## src/rtl/pred_stack_pkg.sv

```systemverilog
package pred_stack_pkg;
  typedef enum logic [2:0] {
    OP_NOP  = 3'd0,
    OP_PUSH = 3'd1,
    OP_POP  = 3'd2,
    OP_ELSE = 3'd3,
    OP_CALL = 3'd4,
    OP_RET  = 3'd5,
    OP_EXIT = 3'd6
  } pred_op_e;
endpackage

```

## src/rtl/pred_lane_column.sv

```systemverilog
module pred_lane_column #(
  parameter int DEPTH = 8,
  parameter int SPW   = $clog2(DEPTH + 1)
) (
  input  logic           clk_i,
  input  logic           rst_ni,
  input  logic           wr_i,
  input  logic           wr_bit_i,
  input  logic           flip_i,
  input  logic           clr_i,
  input  logic [SPW-1:0] idx_i,
  input  logic [SPW-1:0] depth_d_i,
  output logic           en_o
);
  logic [DEPTH-1:0] bits_q, bits_d, live;
  logic             en_q;

  always_comb begin
    bits_d = bits_q;
    for (int k = 0; k < DEPTH; k++) begin
      if (idx_i == SPW'(k)) begin
        if (wr_i)          bits_d[k] = wr_bit_i;
        if (flip_i)        bits_d[k] = ~bits_q[k];
        if (clr_i && en_q) bits_d[k] = 1'b0;  // only lanes running now
      end
      live[k] = SPW'(k) < depth_d_i;
    end
  end

  always_ff @(posedge clk_i or negedge rst_ni) begin
    if (!rst_ni) begin
      bits_q <= '1;
      en_q   <= 1'b1;
    end else begin
      bits_q <= bits_d;
      en_q   <= &(bits_d | ~live);
    end
  end

  assign en_o = en_q;

  p_zero_push_blocks_r2: assert property (@(posedge clk_i) disable iff (!rst_ni)
    (wr_i && !wr_bit_i) |=> !en_o);
  p_ret_disables_r7: assert property (@(posedge clk_i) disable iff (!rst_ni)
    (clr_i && en_o) |=> !en_o);
endmodule

```

## src/rtl/pred_frame_stack.sv

```systemverilog
module pred_frame_stack #(
  parameter int FRAMES = 8,
  parameter int SPW    = 4
) (
  input  logic           clk_i,
  input  logic           rst_ni,
  input  logic           push_i,
  input  logic           pop_i,
  input  logic [SPW-1:0] mark_i,
  output logic [SPW-1:0] mark_o,
  output logic           active_o
);
  localparam int CW = $clog2(FRAMES + 1);

  logic [SPW-1:0] marks_q [FRAMES];
  logic [CW-1:0]  cnt_q;

  always_ff @(posedge clk_i or negedge rst_ni) begin
    if (!rst_ni) begin
      cnt_q <= '0;
      for (int k = 0; k < FRAMES; k++) marks_q[k] <= '0;
    end else if (push_i) begin
      for (int k = 0; k < FRAMES; k++)
        if (cnt_q == CW'(k)) marks_q[k] <= mark_i;
      cnt_q <= cnt_q + 1'b1;
    end else if (pop_i) begin
      cnt_q <= cnt_q - 1'b1;
    end
  end

  always_comb begin
    mark_o = '0;
    for (int k = 0; k < FRAMES; k++)
      if (cnt_q == CW'(k + 1)) mark_o = marks_q[k];
  end

  assign active_o = cnt_q != '0;

  p_frame_bounds_r8: assert property (@(posedge clk_i) disable iff (!rst_ni)
    !(pop_i && !active_o) && (cnt_q <= CW'(FRAMES)));
endmodule

```

## src/rtl/pred_enable_stack.sv

```systemverilog
module pred_enable_stack
  import pred_stack_pkg::*;
#(
  parameter int NUM_LANES = 8,
  parameter int DEPTH     = 8
) (
  input  logic                 clk_i,
  input  logic                 rst_ni,
  input  logic [2:0]           op_i,
  input  logic [NUM_LANES-1:0] cond_i,
  output logic [NUM_LANES-1:0] en_o,
  output logic                 any_en_o,
  output logic                 overflow_o,
  output logic                 underflow_o
);
  localparam int SPW = $clog2(DEPTH + 1);

  logic [SPW-1:0] sp_q, sp_d, idx, mark, floor_lvl;
  logic           active, ovf_q, unf_q;
  logic           is_push, is_pop, is_else, is_call, is_ret, is_exit;
  logic           ovf_evt, unf_evt, full, above_floor;
  logic           do_push, do_pop, do_else, do_call, do_ret, do_exit;

  assign is_push = op_i == OP_PUSH;
  assign is_pop  = op_i == OP_POP;
  assign is_else = op_i == OP_ELSE;
  assign is_call = op_i == OP_CALL;
  assign is_ret  = op_i == OP_RET;
  assign is_exit = op_i == OP_EXIT;

  assign full        = sp_q == SPW'(DEPTH);
  assign floor_lvl   = active ? mark + 1'b1 : '0;
  assign above_floor = sp_q > floor_lvl;

  assign ovf_evt = (is_push || is_call) && full;
  assign unf_evt = ((is_pop || is_else) && !above_floor) ||
                   ((is_ret || is_exit) && !active);

  assign do_push = is_push && !full;
  assign do_call = is_call && !full;
  assign do_pop  = is_pop  && above_floor;
  assign do_else = is_else && above_floor;
  assign do_ret  = is_ret  && active;
  assign do_exit = is_exit && active;

  always_comb begin
    sp_d = sp_q;
    idx  = sp_q;
    if (do_push || do_call) sp_d = sp_q + 1'b1;
    if (do_pop)             sp_d = sp_q - 1'b1;
    if (do_exit)            sp_d = mark;
    if (do_else)            idx  = sp_q - 1'b1;
    if (do_ret)             idx  = mark;
  end

  always_ff @(posedge clk_i or negedge rst_ni) begin
    if (!rst_ni) begin
      sp_q  <= '0;
      ovf_q <= 1'b0;
      unf_q <= 1'b0;
    end else begin
      sp_q  <= sp_d;
      ovf_q <= ovf_q | ovf_evt;
      unf_q <= unf_q | unf_evt;
    end
  end

  pred_frame_stack #(.FRAMES(DEPTH), .SPW(SPW)) u_frames (
    .clk_i    (clk_i),
    .rst_ni   (rst_ni),
    .push_i   (do_call),
    .pop_i    (do_exit),
    .mark_i   (sp_q),
    .mark_o   (mark),
    .active_o (active)
  );

  for (genvar l = 0; l < NUM_LANES; l++) begin : g_lane
    pred_lane_column #(.DEPTH(DEPTH), .SPW(SPW)) u_col (
      .clk_i     (clk_i),
      .rst_ni    (rst_ni),
      .wr_i      (do_push || do_call),
      .wr_bit_i  (do_call ? 1'b1 : cond_i[l]),
      .flip_i    (do_else),
      .clr_i     (do_ret),
      .idx_i     (idx),
      .depth_d_i (sp_d),
      .en_o      (en_o[l])
    );
  end

  assign any_en_o    = |en_o;
  assign overflow_o  = ovf_q;
  assign underflow_o = unf_q;

  p_push_depth_r2: assert property (@(posedge clk_i) disable iff (!rst_ni)
    (is_push && !full) |=> sp_q == $past(sp_q) + 1'b1);
  p_pop_depth_r3: assert property (@(posedge clk_i) disable iff (!rst_ni)
    do_pop |=> sp_q == $past(sp_q) - 1'b1);
  p_exit_depth_r8: assert property (@(posedge clk_i) disable iff (!rst_ni)
    do_exit |=> sp_q == $past(mark));
  p_no_overflow_move_r9: assert property (@(posedge clk_i) disable iff (!rst_ni)
    ovf_evt |=> (sp_q == $past(sp_q)) && overflow_o);
  p_overflow_sticky_r9: assert property (@(posedge clk_i) disable iff (!rst_ni)
    overflow_o |=> overflow_o);
  p_underflow_sticky_r10: assert property (@(posedge clk_i) disable iff (!rst_ni)
    underflow_o |=> underflow_o);
endmodule

```

## config.mk

```make
export PLATFORM = sky130hd
export DESIGN_NAME = pred_enable_stack
export DESIGN_NICKNAME = d
export VERILOG_FILES = /design/src/rtl/pred_stack_pkg.sv /design/src/rtl/pred_lane_column.sv /design/src/rtl/pred_frame_stack.sv /design/src/rtl/pred_enable_stack.sv
export SDC_FILE = /design/constraint.sdc
export NUM_CORES = 1
export LEC_CHECK = 0
export ABC_AREA = 1
export ABC_CLOCK_PERIOD_IN_PS = 9950
export BUFFER_PORTS_ARGS = -buffer_cell sky130_fd_sc_hd__buf_2
export CAP_MARGIN = 5
export CORE_MARGIN = 8
export CORE_UTILIZATION = 40
export DETAILED_ROUTE_END_ITERATION = 7
export PLACE_DENSITY = 0.56
export SLEW_MARGIN = 20
export SYNTH_ARGS = -nofsm -noshare
export SYNTH_HDL_FRONTEND = slang
export SYNTH_SLANG_ARGS = --single-unit
```

## constraint.sdc

```tcl
create_clock -name clk_i -period 9.95 [get_ports clk_i]
set_input_delay 0.995 -clock clk_i [delete_from_list [all_inputs] [get_ports clk_i]]
set_output_delay 0.995 -clock clk_i [all_outputs]
set_load 0.005 [all_outputs]
```

# After elaboration in Yosys (flattened, before gate mapping)
# Index checks and enable logic that the tools add are counted.
op_classes:
  n_addsub: 5
  order_cmp: 9
  n_eq_ne: 22
  n_mux: 280
  bitwise: 75
  n_reduce_logical: 46
ops:
  columns: ["cell", "n"]
  rows:
  - ["two-way mux 1 bit", 264]
  - ["two-way mux 4 bit", 16]
  - ["NOT 1 bit", 64]
  - ["OR 8 bit", 8]
  - ["AND reduction 8 bit", 8]
  - ["== test 4 x 3 -> 1 bit, second input constant", 8]
  - ["logical AND 1 bit", 17]
  - ["== test 4 x 2 -> 1 bit, second input constant", 4]
  - ["< comparator 3 x 4 -> 1 bit, first input constant", 4]
  - ["AND reduction 2 bit", 8]
  - ["adder 4 x 1 -> 4 bit, second input constant", 3]
  - ["== test 3 bit, second input constant", 3]
  - ["== test 4 x 1 -> 1 bit, second input constant", 2]
  - ["== test 4 bit, second input constant", 2]
  - ["zero test 4 bit", 2]
  - ["< comparator 1 x 4 -> 1 bit, first input constant", 2]
  - ["< comparator 2 x 4 -> 1 bit, first input constant", 2]
  - ["NOT 8 bit", 1]
  - ["OR reduction 8 bit", 1]
  - ["subtractor 4 x 1 -> 4 bit, second input constant", 2]
  - ["== test 3 x 2 -> 1 bit, second input constant", 2]
  - ["logical OR 1 bit", 5]
  - ["greater-than comparator 4 bit", 1]
  - ["nonzero test 4 bit", 1]
  - ["4 further kinds", 7]
word_totals:
  register_bits: 114
  elab_cells: 465

# Longest topological paths before layout
# Gate-level depths: netlist (run 1).
depth:
  ltp_word: 19
  mapped_depth: 34
  ltp_nobuf: 33

# Cells and area by module
# Synthesis (run 1) repeated with hierarchy kept, for this count alone.
hier_totals:
  cells_unflattened: 1410
  area_unflattened_um2: 8710.9
modules_own_cells:
  columns: ["mod", "instances", "cells_per_inst", "area_each_um2", "seq_area_each_um2"]
  rows:
  - ["pred_lane_column", 8, 129, 750.7, 236.5]
  - ["pred_frame_stack", 1, 232, 1829.3, 900.9]
  - ["pred_enable_stack", 1, 146, 875.8, 150.1]

# Worst setup path before layout (run 1)
# No wires, ideal clock.
synth_timing:
  path_kind: "flip-flop to flip-flop"
  startpoint: "register u_frames.cnt_q[0]"
  endpoint: "register g_lane[1].u_col.en_q"
  setup_time_ns: 0.067
  arrival_time_ns: 3.873
  required_ns: 9.883
  setup_slack_ns: 6.010
  path_stages_with_launch: 32
  n_path_buf: 2
  period_less_slack_ns: 3.940
  cell_sequence: "dfrtp_1 -> inv_1 -> ha_1 -> clkbuf_1 -> nor2_1 -> nand3_1 -> nand2_1 -> nand2_1 -> nand3_1 -> nand2_1 -> nand2_1 -> nand2_1 -> nand2_1 -> nand2_1 -> inv_1 -> ha_1 -> or2_2 -> nand3_1 -> ha_1 -> nand2_1 -> o21ai_1 -> nand3_1 -> o211ai_2 -> nand2_4 -> nor2_8 -> buf_4 -> nand3_1 -> nand3_1 -> nand2_1 -> clkinv_1 -> nand2_1 -> nor2_1"
synth_between:
  elab_chain_cells: 19
synth_rtl:
  columns: ["item", "line_no", "text"]
  rows:
  - ["start, declared", "pred_frame_stack.sv:16", "logic [CW-1:0] cnt_q;"]
  - ["start signal, assigned", "pred_frame_stack.sv:25", "cnt_q <= cnt_q + 1'b1;"]
  - ["start signal, assigned", "pred_frame_stack.sv:27", "cnt_q <= cnt_q - 1'b1;"]
  - ["== test 4 x 1 -> 1 bit", "pred_frame_stack.sv:34", "if (cnt_q == CW'(k + 1)) mark_o = marks_q[k];"]
  - ["two-way mux 4 bit (8 in a row)", "pred_frame_stack.sv:34", null]
  - ["adder 4 x 1 -> 4 bit", "pred_enable_stack.sv:32", "assign floor_lvl = active ? mark + 1'b1 : '0;"]
  - ["two-way mux 4 bit", "pred_enable_stack.sv:32", null]
  - ["greater-than comparator 4 bit", "pred_enable_stack.sv:33", "assign above_floor = sp_q > floor_lvl;"]
  - ["logical AND 1 bit, on equally long branches", "pred_enable_stack.sv:41, pred_enable_stack.sv:42", null]
  - ["two-way mux 4 bit, on equally long branches", "pred_enable_stack.sv:50, pred_enable_stack.sv:52", null]
  - ["two-way mux 4 bit, on equally long branches", "pred_enable_stack.sv:51, pred_enable_stack.sv:53", null]
  - ["< comparator 1 x 4 -> 1 bit (tied with other cells)", "pred_lane_column.sv:26", "live[k] = SPW'(k) < depth_d_i;"]
  - ["NOT 8 bit or two-way mux 1 bit (tied branches)", "pred_lane_column.sv:36, pred_lane_column.sv:21", null]
  - ["OR 8 bit *", "pred_lane_column.sv:36", "en_q <= &(bits_d | ~live);"]
  - ["AND reduction 8 bit *", "pred_lane_column.sv:36", null]
  - ["end signal, assigned", "pred_lane_column.sv:36", null]
  - ["end, declared", "pred_lane_column.sv:16", "logic en_q;"]
# Every way passes the cells marked *; elsewhere a longest branch is shown, timed or not.
# A chain may end at the register's enable or synchronous reset.

# Worst setup path after layout (run 1)
layout_timing:
  startpoint: "register u_frames.cnt_q[0]"
  endpoint: "register g_lane[2].u_col.en_q"
layout_between:
  elab_chain_cells: 19
layout_rtl:
  columns: ["item", "line_no"]
  rows:
  - ["== test 4 x 1 -> 1 bit", "pred_frame_stack.sv:34"]
  - ["two-way mux 4 bit (8 in a row)", "pred_frame_stack.sv:34"]
  - ["adder 4 x 1 -> 4 bit", "pred_enable_stack.sv:32"]
  - ["two-way mux 4 bit", "pred_enable_stack.sv:32"]
  - ["greater-than comparator 4 bit", "pred_enable_stack.sv:33"]
  - ["logical AND 1 bit, on equally long branches", "pred_enable_stack.sv:41, pred_enable_stack.sv:42"]
  - ["two-way mux 4 bit, on equally long branches", "pred_enable_stack.sv:50, pred_enable_stack.sv:52"]
  - ["two-way mux 4 bit, on equally long branches", "pred_enable_stack.sv:51, pred_enable_stack.sv:53"]
  - ["< comparator 1 x 4 -> 1 bit (tied with other cells)", "pred_lane_column.sv:26"]
  - ["NOT 8 bit or two-way mux 1 bit (tied branches)", "pred_lane_column.sv:36, pred_lane_column.sv:21"]
  - ["OR 8 bit *", "pred_lane_column.sv:36"]
  - ["AND reduction 8 bit *", "pred_lane_column.sv:36"]
  - ["end signal, assigned", "pred_lane_column.sv:36"]
  - ["end, declared", "pred_lane_column.sv:16"]
# Marked as above.

==> metrics, run 1 <==
fraction of layout cells with a size suffix above 1 15.7%; Die Y approximately 160 µm; EDFF count, synth 0; postcts setup bufs 0; most common cell after layout, fill and taps aside nand2_1; Main synth FF type dfstp_2; I/O Buffers 23; Max Cap Viol 0; clk slew on worst S/H paths 0.06 ns; Placer Congestion 0.812; CP endpoint kind flop; I/O pin total 24; mapped cell area 0.00779 mm²; most frequent cells in the layout 295 x nand2_1, 157 x nand3_1, 130 x inv_1; Hold Vio Cnt, Final 0; vias in the first global route just over 7000; initial antenna violation count 0; CTS resizes 0; # setup viols final 0; Die Span X roughly 160 µm; core region area between 0.015 and 0.02 mm²; R2R setup slack roughly 4.4 ns; CP arrival 5.88 ns; CTS Hold Buffers Added 0; first-pass GRT wire length 39000 µm; Worst R2R Path Depth 27; reg2reg end g_lane[2].u_col.en_o; HPWL Detailed 15100 µm; CTS buffer count 17; min-delay src overflow_o; post-layout instance area about 0.0086 mm²; Synth cell types 41; crit path max-delay cell type buf_6; # clock sinks 114; CTS max path bufs 2; Final min period 5.53 ns; Leak Pwr 4.17 nW; fraction of registers with async set/reset between 90% and 100%; Global Route Usage Sum 20.5%; nets 1154; Hold Path Depth 1; clock root cell clkbuf_16; row count 51; crit-path most repeated cell nand2_1; Layout area overhead 10.7%; DIE AREA 0.0242 mm²; TNS Setup 0 ns; Max Transition Viols Final 0; # diodes 0; drt first-iter violations 690; Overflow after GRT 0; Max-slew headroom 33.0%; worst-skew pair later-pin latency 0.42 ns; DR vias 7471; unrepaired setup endpoints after global routing false; DP Area 0.00802 mm²; RR Startpoint u_frames.cnt_q[0]; Synthesized Nets between 1000 and 1500; period utilization 55.6%; Critical Path RT 10.30 ns; CP max FO 114; Post-Synthesis Cells 1136; clock skew approximately 0.011 ns; Achievable Freq 0.181 GHz; Tightest Pin Transition 1.00 ns; CTS tree yes; class of the worst hold path reg2reg; synthesized flop and latch total 114; # DRC 0; register area share after synthesis 37.8%; syn avg cell area roughly 6.9 µm²; 1st-pass router iterations 5; Hold EP overflow_o; Power Density 368 mW/mm²; Vias per Instance 5.31; antenna viol nets, final 0; Ys Warns 0; largest net degree at the start of global routing 115; DR WL/cell 16.8 µm; peak supply drop 0.145 mV; initial core utilization about 40%; Worst path max stage delay about 0.66 ns; CP Class reg2reg; CTS H-Tree Depth 4; status complete, no violations; startpoint type of the worst setup path flop; DRT Wirelength 23700 µm
==> how the worst max path moves through the flow <==
| stage | slack [ns] | depth (start not counted) | start | to |
|---|---|---|---|---|
| 2_1_floorplan | 6.01 | 31 | u_frames.cnt_q[0] | g_lane[1].u_col.en_o |
| 3_3_place_gp | 4.26 | 27 | u_frames.cnt_q[0] | g_lane[2].u_col.en_o |
| 3_5_place_dp | 4.20 | 27 | u_frames.cnt_q[0] | g_lane[2].u_col.en_o |
| 4_1_cts | 4.21 | 27 | u_frames.cnt_q[0] | g_lane[2].u_col.en_o |
| 5_1_grt | 3.93 | 34 | u_frames.cnt_q[0] | g_lane[2].u_col.en_o |
| 6_report | 4.42 | 27 | u_frames.cnt_q[0] | g_lane[2].u_col.en_o |
==> sequential cells by signal, summed over array words and instances, names as in the netlist <==
signal	count
g_lane.u_col.bits_q	64
u_frames.marks_q	32
g_lane.u_col.en_o	8
sp_q	4
u_frames.cnt_q	4
overflow_o	1
underflow_o	1
==> cells in the mapped netlist, types with 2 or more instances <==
library cell,n,area (µm²)
nor2_1,38,143
o22ai_1,66,413
o211ai_1,2,15.0
dfstp_2,72,1890
a21oi_4,2,32.5
nor2_2,4,25.0
inv_2,21,78.8
a21oi_1,67,335
nor2_4,2,22.5
nand3_1,158,791
xnor2_1,2,17.5
o21bai_1,8,60.1
nand4_1,3,18.8
nand2_2,13,81.3
a31oi_1,2,12.5
buf_6,2,22.5
buf_1,5,18.8
nand2_1,295,1110
clkbuf_1,26,97.6
dfrtp_1,42,1050
buf_2,8,40.0
xor2_1,6,52.6
nor3_1,4,20.0
inv_1,130,488
ha_1,11,138
buf_4,11,82.6
o21ai_0,109,546
o21ai_1,3,15.0
nor2_8,2,40.0
clkinv_1,11,41.3
==> cell families after synthesis <==
kind of cell	count (synthesis)	synth area share (%)
AOI/OAI and AO/OA	263	18.8
xor gates and xnor gates	8	0.899
adders and majority gates	11	1.77
buffers and inverters	214	11.2
DFF	114	37.8
and+or+nand+nor	526	29.6
==> critical path, delay by kind of cell, from the launching register on <==
| family | cells | cell delay, ns |
|---|---|---|
| buffers and inverters | 6 | 1.07 |
| AND/OR/NAND/NOR | 16 | 3.01 |
| flip-flops | 1 | 0.44 |
| AO/OA/AOI/OAI | 2 | 0.34 |
| adder cells (fa/ha/maj) | 3 | 0.59 |
==> layer usage <==
layer	part of all wire, %	vias up	GRT usage, %
met3	6.3	30	4.54
met2	44	213	31.9
met5	0	-	0
li1	-	3743	-
met1	48	3485	27.8
met4	1.7	0	6.75
==> metrics by stage <==
stage | std cells | worst slack (ns) | utilization (%) | power, W | hold slack [ns]
3_5_place_dp | 1376 | 4.20 | 41.6 | 0.00253 | 0.440
4_1_cts | 1407 | 4.21 | 44.8 | 0.00318 | 0.453
2_1_floorplan | 1136 | 6.01 | - | 0.00211 | 0.445
5_1_grt | 1407 | 3.93 | 44.8 | 0.00346 | 0.489
6_report | 1407 | 4.42 | 44.8 | 0.00318 | 0.445
3_3_place_gp | 1376 | 4.26 | 41.6 | 0.00252 | 0.437
==> where the power goes <==
group | internal, W | switching, W
Clock | 0.000412 | 0.000228
Combinational | 0.000515 | 0.00115
Sequential | 0.000732 | 0.000138
==> final cells by class <==
cell class | instances | area (µm²)
fillers | 2027 | 10600
multi-input cells | 808 | 3990
flip-flops and latches | 114 | 2940
inverters | 162 | 608
clock buffers | 21 | 472
well taps | 265 | 332
repair buffers | 27 | 151
clock inverters | 10 | 131
(Power assumes the default switching activity.)
==> run 2: changes to the inputs <==
ABC_AREA = 0   (was 1)
ABC_CLOCK_PERIOD_IN_PS = 5700   (was 9950)
clock period = 5.7 ns   (was 9.95 ns; I/O delays follow)
==> run 2 against run 1 <==
- global-route usage increased by 0.50 points
- routed wire length decreased by 4.5%
- fmax increased by 2.9%
- area after synthesis decreased by 11%
- combinational power increased by 75%
- critical path depth decreased by 7
- worst setup slack got worse by 4.1 ns
- clock skew about the same
- largest cell class unchanged
- register-to-register slack got worse by 4.1 ns
- critical endpoint is now g_lane[1].u_col.en_o
- non-clock buffer count increased by 30
- highest routed layer unchanged
==> metrics, run 2 <==
XOR/XNOR share of the synthesized area 0.762% (-0.14 points); DIE AREA 0.0217 mm² (-10%); DRT Wirelength 22600 µm (-4.5%); Layout area overhead 14.1%; CP arrival 5.73 ns (-0.15 ns); vias in the first global route 6205 (-14%); Post-synth top cells 72 x dfstp_2, 52 x nor2_1, 48 x nand2_1; first-pass GRT wire length 35700 µm (-8.5%); Vias per Instance 6.55 (+23%); multiplexer area fraction after synthesis 3.19% (+3.2 points); Ys Warns 0 (unchanged); Power Density 708 mW/mm² (+92%); clk slew on worst S/H paths 0.06 ns (about the same); Hold Vio Cnt, Final 0 (unchanged); synthesized flop and latch total 114 (unchanged); post-layout instance area 0.00787 mm² (-8.7%); Largest Register g_lane.u_col.bits_q; CP max FO 17 (-85%); CTS Hold Buffers Added 0 (unchanged); DR vias 6287 (-16%); setup ws final 0.326 ns (-4.10 ns); period utilization 94.3% (+39 points); drt first-iter violations 605 (-12%); Synth cell types 93 (+130%); core region area 0.0171 mm² (-11%); startpoint type of the worst setup path flop; CP endpoint kind flop; RR Startpoint u_frames.cnt_q[0]; Area contributors post-synth dfstp_2 27%, dfrtp_1 15%, a31oi_1 4.2%; final core utilization 46.2% (+1.4 points); initial core utilization 40.4% (about the same); most frequent cell after synthesis dfstp_2; Synthesized Nets 719 (-38%); # clock sinks 114 (unchanged); Die Span X 147 µm (-5.3%); class of the worst hold path in2async; pre-CTS setup slack 0.112 ns (-4.09 ns); Global Route Usage Sum 21.0% (+0.50 points); clock skew 0.0113 ns (+0.000223 ns); Overflow after GRT 0 (unchanged); CTS tree yes; CTS H-Tree Depth 4 (unchanged); Tightest Pin Transition 1.08 ns (+0.0797 ns); EDFF count, synth 0 (unchanged); CP Class reg2reg; I/O Buffers 23 (unchanged); row count 48 (-5.9%); Max-slew headroom 27.8% (-5.2 points); crit path launch u_frames.cnt_q[0]; Final min period 5.37 ns (-0.154 ns); mapped cell area 0.00690 mm² (-11%); Placer Congestion 0.877 (+8.0%); Die Y 147 µm (-5.3%); worst-skew pair later-pin latency 0.42 ns (about the same); status complete, no violations; antenna viol nets, final 0 (unchanged); CTS buffer count 17 (unchanged); # setup viols final 0 (unchanged); I/O pin total 24 (unchanged); CTS max path bufs 2 (unchanged); # DRC 0 (unchanged); register area share after synthesis 42.7% (+4.9 points); 1st-pass router iterations 5 (unchanged); Yosys top cell by area dfstp_2; peak supply drop 0.288 mV (+99%); DP Area 0.00726 mm² (-9.5%); Leak Pwr 3.04 nW (-27%); clock root cell clkbuf_16; Synth Area in Compound Gates 30.3% (+12 points); TNS Setup 0 ns (unchanged); Max Cap Viol 0 (unchanged); largest family of logic cells by synthesized area compound AO/OA/AOI/OAI gates; Critical Path RT 6.05 ns (-4.25 ns); DR WL/cell 23.5 µm (+40%); nets 746 (-35%); fraction of registers with async set/reset 100% (unchanged); # diodes 0 (unchanged); Post-Synth Simple-Gate Area 16.1% (-14 points); HPWL Detailed 15300 µm (+1.4%); most frequent cells in the layout 72 x dfstp_2, 51 x nor2_1, 48 x nand2_1; Synth top area share 27.4% (+3.1 points); Main synth FF type dfstp_2; Post-Synthesis Cells 695 (-39%); largest net degree at the start of global routing 77 (-33%); Achievable Freq 0.186 GHz (+2.9%); Max Transition Viols Final 0 (unchanged); most common cell after layout, fill and taps aside dfstp_2; Post-Synth Adder-Cell Area 1.99% (+0.23 points); Largest register FFs 64 (unchanged); syn avg cell area 9.93 µm² (+45%); filler cell count in the final layout 1632 (-19%); fraction of layout cells with a size suffix above 1 31.3% (+16 points); initial antenna violation count 0 (unchanged)
## run 2: cell type report
cell class                      count  area [µm²]  area share [%]
Multi-Input combinational cell    514        3650            46.4
Sequential cell                   114        2940            37.4
Clock buffer                       17         425            5.40
Timing Repair Buffer               57         373            4.74
Tap cell                          225         282            3.58
Clock inverter                     15         131            1.67
Inverter                           18        67.6           0.858
## run 2: cells by family (layout without fill, tap and decap cells)
group / count (synthesis) / after routing
multiplexers: 20 / 20
XOR/XNOR: 6 / 6
flip-flops: 114 / 114
buffers and inverters: 67 / 107
adder cells (fa/ha/maj): 11 / 11
AO/OA/AOI/OAI: 274 / 274
AND/OR/NAND/NOR: 203 / 203
## run 2: critical path: stages, from the launching register on
cell	delay (ns)
dfrtp_1	0.45
inv_1	0.12
ha_2	0.37
nor3b_1	0.26
a311oi_1	0.09
o31ai_2	0.44
inv_2	0.12
ha_1	0.30
nand2_1	0.06
ha_1	0.30
nor2b_1	0.16
o211a_1	0.25
o21ai_1	0.32
mux2i_1	0.30
and2_1	0.30
buf_4	0.24
nor3_2	0.06
buf_4	0.19
a31o_2	0.26
a222oi_1	0.45
and4bb_1	0.27
## run 2: final timing paths
| kind | to | slack [ns] | depth (start not counted) |
|---|---|---|---|
| worst min-delay path | u_frames.marks_q[28] | 0.32 | 1 |
| max in group asynchronous | g_lane[6].u_col.en_o | 4.25 | 2 |
| worst min register to register | overflow_o | 0.46 | 1 |
| min in group clk_i | overflow_o | 0.46 | 1 |
| worst max register to register | g_lane[1].u_col.en_o | 0.33 | 20 |
| worst max-delay path | g_lane[1].u_col.en_o | 0.33 | 20 |
## run 2: through the flow
step	hold slack, ns	cells	power (W)
after detailed placement	0.454	926	0.00444
final	0.315	960	0.00558
after global placement	0.462	926	0.00437
after CTS	0.371	958	0.00548
after floorplan	0.274	695	0.00350
after global routing	0.382	960	0.00589
## run 2: routing by layer
layer	vias to the layer above	track usage (%)	routed length, µm
met2	323	32.6	10500
met5	-	0	0
met3	38	4.71	1880
met4	0	8.31	512
met1	3144	27.9	9760
li1	2782	-	-
## run 2: repair_timing
action,4_1_cts,5_1_grt
endpoints found under the setup margin,0,8
setup buffers,0,2
resized for setup,0,10
## run 2: where the power goes
group / switching (W) / internal, W
Sequential: 0.000299 / 0.00133
Clock: 0.000419 / 0.000603
Combinational: 0.00189 / 0.00104
Total: 0.00261 / 0.00297
